===== src/rtl/ep0_txbuf_pkg.sv =====
package ep0_txbuf_pkg;
  localparam int BYTE_W = 8;
  typedef logic [BYTE_W-1:0] byte_t;

  typedef struct packed {
    logic done;
    logic ovf;
  } flag_evt_t;
endpackage


===== src/rtl/txbuf_ram.sv =====
module txbuf_ram #(
  parameter int AW = 3,
  parameter int DW = 8
) (
  input  logic          clk,
  input  logic          we,
  input  logic [AW-1:0] waddr,
  input  logic [DW-1:0] wdata,
  input  logic          re,
  input  logic [AW-1:0] raddr,
  output logic [DW-1:0] rdata
);
  localparam int WORDS = 1 << AW;

  logic [DW-1:0] mem [WORDS];

  always_ff @(posedge clk) begin
    if (we) mem[waddr] <= wdata;
  end

  always_ff @(posedge clk) begin
    if (re) rdata <= mem[raddr];
  end
endmodule


===== src/rtl/txbuf_seq.sv =====
module txbuf_seq #(
  parameter int DEPTH = 8,
  parameter int AW    = $clog2(DEPTH),
  parameter int CW    = $clog2(DEPTH + 1)
) (
  input  logic          clk,
  input  logic          rst,
  input  logic          wr_en,
  input  logic          trig_wr,
  input  logic          trig_bit,
  input  logic          clr,
  input  logic          rd_en,
  input  logic          hs_valid,
  input  logic          hs_ack,
  output logic          mem_we,
  output logic [AW-1:0] mem_waddr,
  output logic          mem_re,
  output logic [AW-1:0] mem_raddr,
  output logic          pending,
  output logic [CW-1:0] len,
  output logic          ack_evt,
  output logic          ovf_evt
);
  localparam logic [CW-1:0] FULL = CW'(DEPTH);

  logic [CW-1:0] wcnt;
  logic [CW-1:0] rptr;
  logic          wr_ok, commit_evt, rd_ok, nak_evt;

  always_comb begin
    wr_ok      = wr_en && !pending && (wcnt < FULL) && !clr;
    ovf_evt    = wr_en && !pending && (wcnt == FULL) && !clr;
    commit_evt = trig_wr && trig_bit && !pending && !clr;
    rd_ok      = rd_en && pending && (rptr < len) && !clr;
    ack_evt    = hs_valid && hs_ack && pending && !clr;
    nak_evt    = hs_valid && !hs_ack && pending && !clr;
    mem_we     = wr_ok;
    mem_waddr  = wcnt[AW-1:0];
    mem_re     = rd_ok;
    mem_raddr  = rptr[AW-1:0];
  end

  always_ff @(posedge clk) begin
    if (rst || clr) begin
      wcnt    <= '0;
      rptr    <= '0;
      len     <= '0;
      pending <= 1'b0;
    end else if (ack_evt) begin
      wcnt    <= '0;
      rptr    <= '0;
      len     <= '0;
      pending <= 1'b0;
    end else begin
      if (wr_ok) wcnt <= wcnt + 1'b1;
      if (commit_evt) begin
        pending <= 1'b1;
        len     <= wcnt + CW'(wr_ok);
        rptr    <= '0;
      end
      if (nak_evt)    rptr <= '0;
      else if (rd_ok) rptr <= rptr + 1'b1;
    end
  end
endmodule


===== src/rtl/txbuf_flags.sv =====
module txbuf_flags
  import ep0_txbuf_pkg::*;
(
  input  logic      clk,
  input  logic      rst,
  input  flag_evt_t set_evt,
  input  logic      stat_wr,
  input  logic [1:0] stat_val,
  output logic      done,
  output logic      ovf
);
  always_ff @(posedge clk) begin
    if (rst) begin
      done <= 1'b0;
      ovf  <= 1'b0;
    end else begin
      if (set_evt.done)              done <= 1'b1;
      else if (stat_wr && stat_val[0]) done <= 1'b0;
      if (set_evt.ovf)               ovf  <= 1'b1;
      else if (stat_wr && stat_val[1]) ovf  <= 1'b0;
    end
  end
endmodule


===== src/rtl/ep0_txbuf.sv =====
module ep0_txbuf
  import ep0_txbuf_pkg::*;
#(
  parameter int DEPTH = 8,
  parameter int AW    = $clog2(DEPTH),
  parameter int CW    = $clog2(DEPTH + 1)
) (
  input  logic          clk,
  input  logic          rst,
  input  logic          wr_en,
  input  logic [7:0]    wr_byte,
  input  logic          trig_wr,
  input  logic [7:0]    trig_val,
  input  logic          clr,
  input  logic          stat_wr,
  input  logic [1:0]    stat_val,
  input  logic          rd_en,
  output logic [7:0]    rd_data,
  input  logic          hs_valid,
  input  logic          hs_ack,
  output logic          pkt_rdy,
  output logic [CW-1:0] pkt_len,
  output logic          flag_done,
  output logic          flag_ovf
);
  logic          mem_we, mem_re, ack_evt, ovf_evt;
  logic [AW-1:0] mem_waddr, mem_raddr;
  flag_evt_t     evts;

  txbuf_seq #(.DEPTH(DEPTH), .AW(AW), .CW(CW)) u_seq (
    .clk      (clk),
    .rst      (rst),
    .wr_en    (wr_en),
    .trig_wr  (trig_wr),
    .trig_bit (trig_val[0]),
    .clr      (clr),
    .rd_en    (rd_en),
    .hs_valid (hs_valid),
    .hs_ack   (hs_ack),
    .mem_we   (mem_we),
    .mem_waddr(mem_waddr),
    .mem_re   (mem_re),
    .mem_raddr(mem_raddr),
    .pending  (pkt_rdy),
    .len      (pkt_len),
    .ack_evt  (ack_evt),
    .ovf_evt  (ovf_evt)
  );

  txbuf_ram #(.AW(AW), .DW(BYTE_W)) u_ram (
    .clk  (clk),
    .we   (mem_we),
    .waddr(mem_waddr),
    .wdata(wr_byte),
    .re   (mem_re),
    .raddr(mem_raddr),
    .rdata(rd_data)
  );

  always_comb begin
    evts.done = ack_evt;
    evts.ovf  = ovf_evt;
  end

  txbuf_flags u_flags (
    .clk     (clk),
    .rst     (rst),
    .set_evt (evts),
    .stat_wr (stat_wr),
    .stat_val(stat_val),
    .done    (flag_done),
    .ovf     (flag_ovf)
  );
endmodule


===== config.mk =====
export PLATFORM = sky130hd
export DESIGN_NAME = ep0_txbuf
export DESIGN_NICKNAME = d
export VERILOG_FILES = /design/src/rtl/ep0_txbuf_pkg.sv /design/src/rtl/txbuf_ram.sv /design/src/rtl/txbuf_seq.sv /design/src/rtl/txbuf_flags.sv /design/src/rtl/ep0_txbuf.sv
export SDC_FILE = /design/constraint.sdc
export NUM_CORES = 1
export LEC_CHECK = 0
export CELL_PAD_IN_SITES_DETAIL_PLACEMENT = 2
export CELL_PAD_IN_SITES_GLOBAL_PLACEMENT = 2
export CORE_ASPECT_RATIO = 2
export CORE_MARGIN = 8
export CORE_UTILIZATION = 49
export DETAILED_ROUTE_END_ITERATION = 8
export DONT_BUFFER_PORTS = 1
export PLACE_DENSITY = 0.83
export SETUP_SLACK_MARGIN = 0.3
export SKIP_CTS_REPAIR_TIMING = 1
export SYNTH_ARGS = -nofsm -noshare
export SYNTH_HDL_FRONTEND = slang
export SYNTH_SLANG_ARGS = --single-unit

===== constraint.sdc =====
create_clock -name clk -period 4.9 [get_ports clk]
set_input_delay 0.98 -clock clk [delete_from_list [all_inputs] [get_ports clk]]
set_output_delay 0.98 -clock clk [all_outputs]
set_load 0.02 [all_outputs]

Word-level counts from Yosys, hierarchy flattened
Memories as Yosys holds them, arrays and structs flattened. A register that Yosys moved wholly into a read port is not among the register bits.
Index checks and enable logic that the tools add are counted.
{"block": "totals", "reg_bits": 15, "ramBits": 64, "output_inout_bits": 15, "elab_cells": 49, "mem_count": 1}
{"block": "classes", "addsub": 3, "n_lt_le_gt_ge": 2, "eq_ne": 1, "n_mux": 8, "n_reduce_logical": 28}
{"memory": "u_ram.mem", "words": 8, "width": 8, "read_ports": 1, "rd_ports_with_merged_regs": 1, "write_ports": 1, "line": "txbuf_ram.sv:15", "source": "logic [DW-1:0] mem [WORDS];"}
{"op": "1-bit logical AND", "n": 19}
{"op": "4-bit by 1-bit adder with 4-bit output (second input constant)", "n": 2}
{"op": "4-bit 2-to-1 mux", "n": 2}
{"op": "1-bit 2-to-1 mux", "n": 6}
{"op": "2-bit nonzero test", "n": 3}
{"op": "4-bit by 1-bit adder with 4-bit output", "n": 1}
{"op": "4-bit == test (second input constant)", "n": 1}
{"op": "4-bit less-than comparator", "n": 1}
{"op": "4-bit less-than comparator (second input constant)", "n": 1}
{"op": "1-bit logical NOT", "n": 3}
{"op": "3-bit OR reduction", "n": 1}
{"op": "2-bit OR reduction", "n": 1}
{"op": "1-bit logical OR", "n": 1}

Longest topological paths before layout
{"block": "logic_depth", "ltp_word": 6, "depth_mapped": 6, "mapped_depth_nobuf": 6}

Hierarchy
Synthesis repeated with hierarchy kept, for this count alone.
{"block": "unflattened", "cells_unflattened": 217, "hier_area_um2": 3693.5}
{"module": "txbuf_ram", "instances": 1, "cells_each": 114, "area_per_inst_um2": 2771.4, "seq_area_each_um2": 2162.1}
{"module": "txbuf_seq", "instances": 1, "cells_each": 95, "area_per_inst_um2": 849.6, "seq_area_each_um2": 260.2}
{"module": "txbuf_flags", "instances": 1, "cells_each": 8, "area_per_inst_um2": 72.6, "seq_area_each_um2": 40.0}

Worst setup path after synthesis
Ideal clock, no wire load.
{"block": "synth_timing", "path_kind": "input-to-reg", "startpoint": "input clr", "endpoint": "memory u_ram.mem[0][0] (enable)", "setup_ns": 0.383, "arrival_ns": 2.269, "path_slack_ns": 2.248, "stages": 4, "path_cell_list": "buf_2 > nor4b_4 > nand2_1 > nor3_1"}
{"block": "synth_between", "elab_chain_cells": 4}
{"element": "start, declared", "line": "ep0_txbuf.sv:14", "source": "input logic clr,"}
{"element": "1-bit logical NOT", "line": "txbuf_seq.sv:31", "source": "wr_ok = wr_en && !pending && (wcnt < FULL) && !clr;"}
{"element": "1-bit logical AND", "line": "txbuf_seq.sv:31"}
{"element": "named net mem_we", "line": "ep0_txbuf.sv:26", "source": "logic mem_we, mem_re, ack_evt, ovf_evt;"}
{"element": "1-bit 2-to-1 mux", "line": "txbuf_ram.sv:18", "source": "if (we) mem[waddr] <= wdata;"}
{"element": "1-bit 2-to-1 mux (not written as such)", "line": "txbuf_ram.sv:18"}
{"element": "end, declared", "line": "txbuf_ram.sv:15"}
The timed path passes the listed nets, and every way through them passes these cells.

Final worst setup path
{"block": "layout_timing", "startpoint": "register u_seq.rptr[1]", "endpoint": "register u_ram.rdata[2], read port of u_ram.mem (enable)"}
{"block": "layout_between", "elab_chain_cells": 3}
{"element": "start, declared", "line": "txbuf_seq.sv:27", "source": "logic [CW-1:0] rptr;"}
{"element": "start signal, assigned", "line": "txbuf_seq.sv:62", "source": "else if (rd_ok) rptr <= rptr + 1'b1;"}
{"element": "4-bit less-than comparator", "line": "txbuf_seq.sv:34", "source": "rd_ok = rd_en && pending && (rptr < len) && !clr;"}
{"element": "1-bit logical AND (2 in series)", "line": "txbuf_seq.sv:34"}
{"element": "named net mem_re", "line": "ep0_txbuf.sv:26"}
{"element": "end, declared", "line": "txbuf_ram.sv:11", "source": "output logic [DW-1:0] rdata"}
The timed path passes the listed nets, and every way through them passes these cells.
A chain may end at the register's enable or synchronous reset.

==> flow_metrics.tcl <==
set metrics [dict create \
    outcome "finished clean" \
    min_path_type "flop to flop" \
    wirelength_um 8020 \
    pwr_density_cell_mw_per_mm2 376 \
    die_w_um 76.8 \
    io_pins 42 \
    worstMarginPinSlew_ns 0.998 \
    viasPerCell 5.91 \
    synthesis.area_mm2 0.00362 \
    die_y_um 138 \
    setup_tns_ns 0 \
    antenna_found_initial 0 \
    clock-sinks 87 \
    dp_hpwl_um 5530 \
    final.min_clock_period_ns 2.71 \
    setup_violations 0 \
    synthArstFlopShare_pct 0 \
    maxCapViolations 0 \
    nNetsFinal 255 \
    start_util_pct 50.2 \
    synth_ff_type "edfxtp_1" \
    grt_max_degree 22 \
    core_mm2 0.00721 \
    cp_max_fo 20 \
    cp.required_ns 4.87 \
    fmax_mhz 369 \
    finalMaxSlewViolations 0 \
    cts_buffers 9 \
    synth_cell_types 38 \
    ys_ff_latch 87 \
    row_count 44 \
    synth-edff-count 72 \
    synthCells 214 \
    layout-drive-gt1-share_pct 17.3 \
    wl_per_cell_um 25.3 \
    rsz0062_at_grt "no" \
    clock_latency_ns 0.33 \
    grt_overflow 0 \
    yosysWarnings 0 \
    vdd.ir_drop.worst_mv 0.283 \
    port-buffer-count 0 \
    layout_common_cells "edfxtp_1 (72), nor2_1 (23), dfxtp_1 (15), nand2_1 (12)" \
    path_class "flop to flop" \
    diodes 0 \
    fin_crit_sh_pct 55.3 \
    die_area_mm2 0.0106 \
    grt_pass1_wl_um 12800 \
    grt_pass1_vias 2189 \
    cts-root-buf "clkbuf_16" \
    drtAntennaViolNets 0 \
    syn_to_final_growth_pct 10.4 \
    worst_setup_path_end_kind "flop" \
    grt_use_total_pct 16.6 \
    drc 0 \
    leakagePower_uw 0.00129 \
    hold_viol_final 0 \
    first_pass_iters 4 \
    arrival_ns 2.68 \
    path_clk_slew_ns 0.06 \
    cp-start-kind "flop" \
    cts_max_level 3 \
    finalClockSkew_ns 0.00624 \
    clk_path_buf_depth 2 \
    yosysSeqAreaShare_pct 68.0 \
    cts_tree "built" \
    final_common_cell "edfxtp_1" \
    syn_area_per_cell_um2 16.9 \
    vias 1873 \
    syn-num-nets 249 \
    whs_ns 0.527 \
    relSlewSlack_pct 33.2 \
    place_congestion 0.701 \
    drt_iter0_drc 78 \
]
[through the flow]
step	power [uW]	area (um^2)	worst slack (ns)	std cells	util, %
finish	1500	4000	2.19	317	55.4
CTS	1530	4000	2.13	317	55.4
floorplan	843	3620	2.25	214	-
global route	1540	4000	2.05	317	55.4
detailed placement	850	3700	2.09	301	51.3
global placement	848	3700	2.21	301	51.3
[logic make-up (layout without fill, tap and decap cells)]
| logic type | count (synthesis) | count (layout) | synth area share (%) |
|---|---|---|---|
| multiplexers | 26 | 26 | 14.7 |
| buffers and inverters | 16 | 27 | 2.49 |
| AO/OA/AOI/OAI | 20 | 20 | 3.90 |
| XOR/XNOR | 3 | 3 | 0.726 |
| adder cells (fa/ha/maj) | 8 | 8 | 2.76 |
| flip-flops | 87 | 87 | 68.0 |
| AND/OR/NAND/NOR | 54 | 54 | 7.46 |
[sequential cells by signal, summed over array words and instances (netlist names)]
| register | count |
|---|---|
| u_flags.done | 1 |
| u_seq.rptr | 4 |
| u_ram.rdata | 8 |
| u_ram.mem | 64 |
| u_seq.len | 4 |
| u_seq.pending | 1 |
| u_flags.ovf | 1 |
| u_seq.wcnt | 4 |
[power by group]
part	internal, uW	total, uW	switching [uW]	leakage [uW]
clock network	395	670	275	0.000140
logic	12.1	25.9	13.7	0.000379
registers	805	808	3.66	0.000771
total	1210	1500	292	0.00129
[worst paths after layout]
kind	cells after the start	from	end	slack [ns]
setup reg to reg	4	u_seq.rptr[1]$_SDFFE_PP0P_	u_ram.rdata[2]$_DFFE_PP_	2.19
hold reg to reg	2	u_seq.rptr[3]$_SDFFE_PP0P_	u_seq.rptr[3]$_SDFFE_PP0P_	0.53
setup / recovery	4	u_seq.rptr[1]$_SDFFE_PP0P_	u_ram.rdata[2]$_DFFE_PP_	2.19
hold / removal	2	u_seq.rptr[3]$_SDFFE_PP0P_	u_seq.rptr[3]$_SDFFE_PP0P_	0.53
[synthesized netlist by cell type, types with 2 or more instances]
cell type | n | area, um^2
a21oi_1 | 5 | 25.0
xor2_1 | 2 | 17.5
mux2i_1 | 2 | 20.0
o21a_1 | 2 | 15.0
mux2_4 | 7 | 105
nor3_1 | 2 | 10.0
ha_1 | 8 | 100
mux4_2 | 7 | 158
nand3_1 | 8 | 40.0
o211ai_1 | 2 | 15.0
nor2_1 | 23 | 86.3
nor4bb_1 | 2 | 20.0
a211oi_1 | 3 | 22.5
nand2b_1 | 2 | 12.5
buf_2 | 5 | 25.0
inv_1 | 7 | 26.3
a211o_1 | 2 | 17.5
nand2_1 | 12 | 45.0
mux4_1 | 9 | 236
edfxtp_1 | 72 | 2160
dfxtp_1 | 15 | 300
[metal layers]
| metal | up-vias | global-route usage, % | share of wire, % |
|---|---|---|---|
| met5 | - | 0 | 0 |
| met4 | 0 | 8.73 | 2.3 |
| met3 | 15 | 4.64 | 4.6 |
| met2 | 41 | 30.7 | 57 |
| met1 | 975 | 16.4 | 36 |
| li1 | 842 | - | - |
[cell type report]
class                           instances  area, um^2
Fill cell                             620        3210
Sequential cell                        87        2460
Multi-Input combinational cell        111        1070
Clock buffer                            9         225
Tap cell                               92         115
Clock inverter                          7        71.3
Timing Repair Buffer                    4        30.0
Inverter                                7        26.3
[critical path, cell delays in order (launching register included)]
cell and delay [ns]:
dfxtp_1 0.95, ha_1 0.39, o21a_1 0.22, a21oi_2 0.23, o21a_1 0.55
Note: power is estimated with default switching activity, not from simulation.
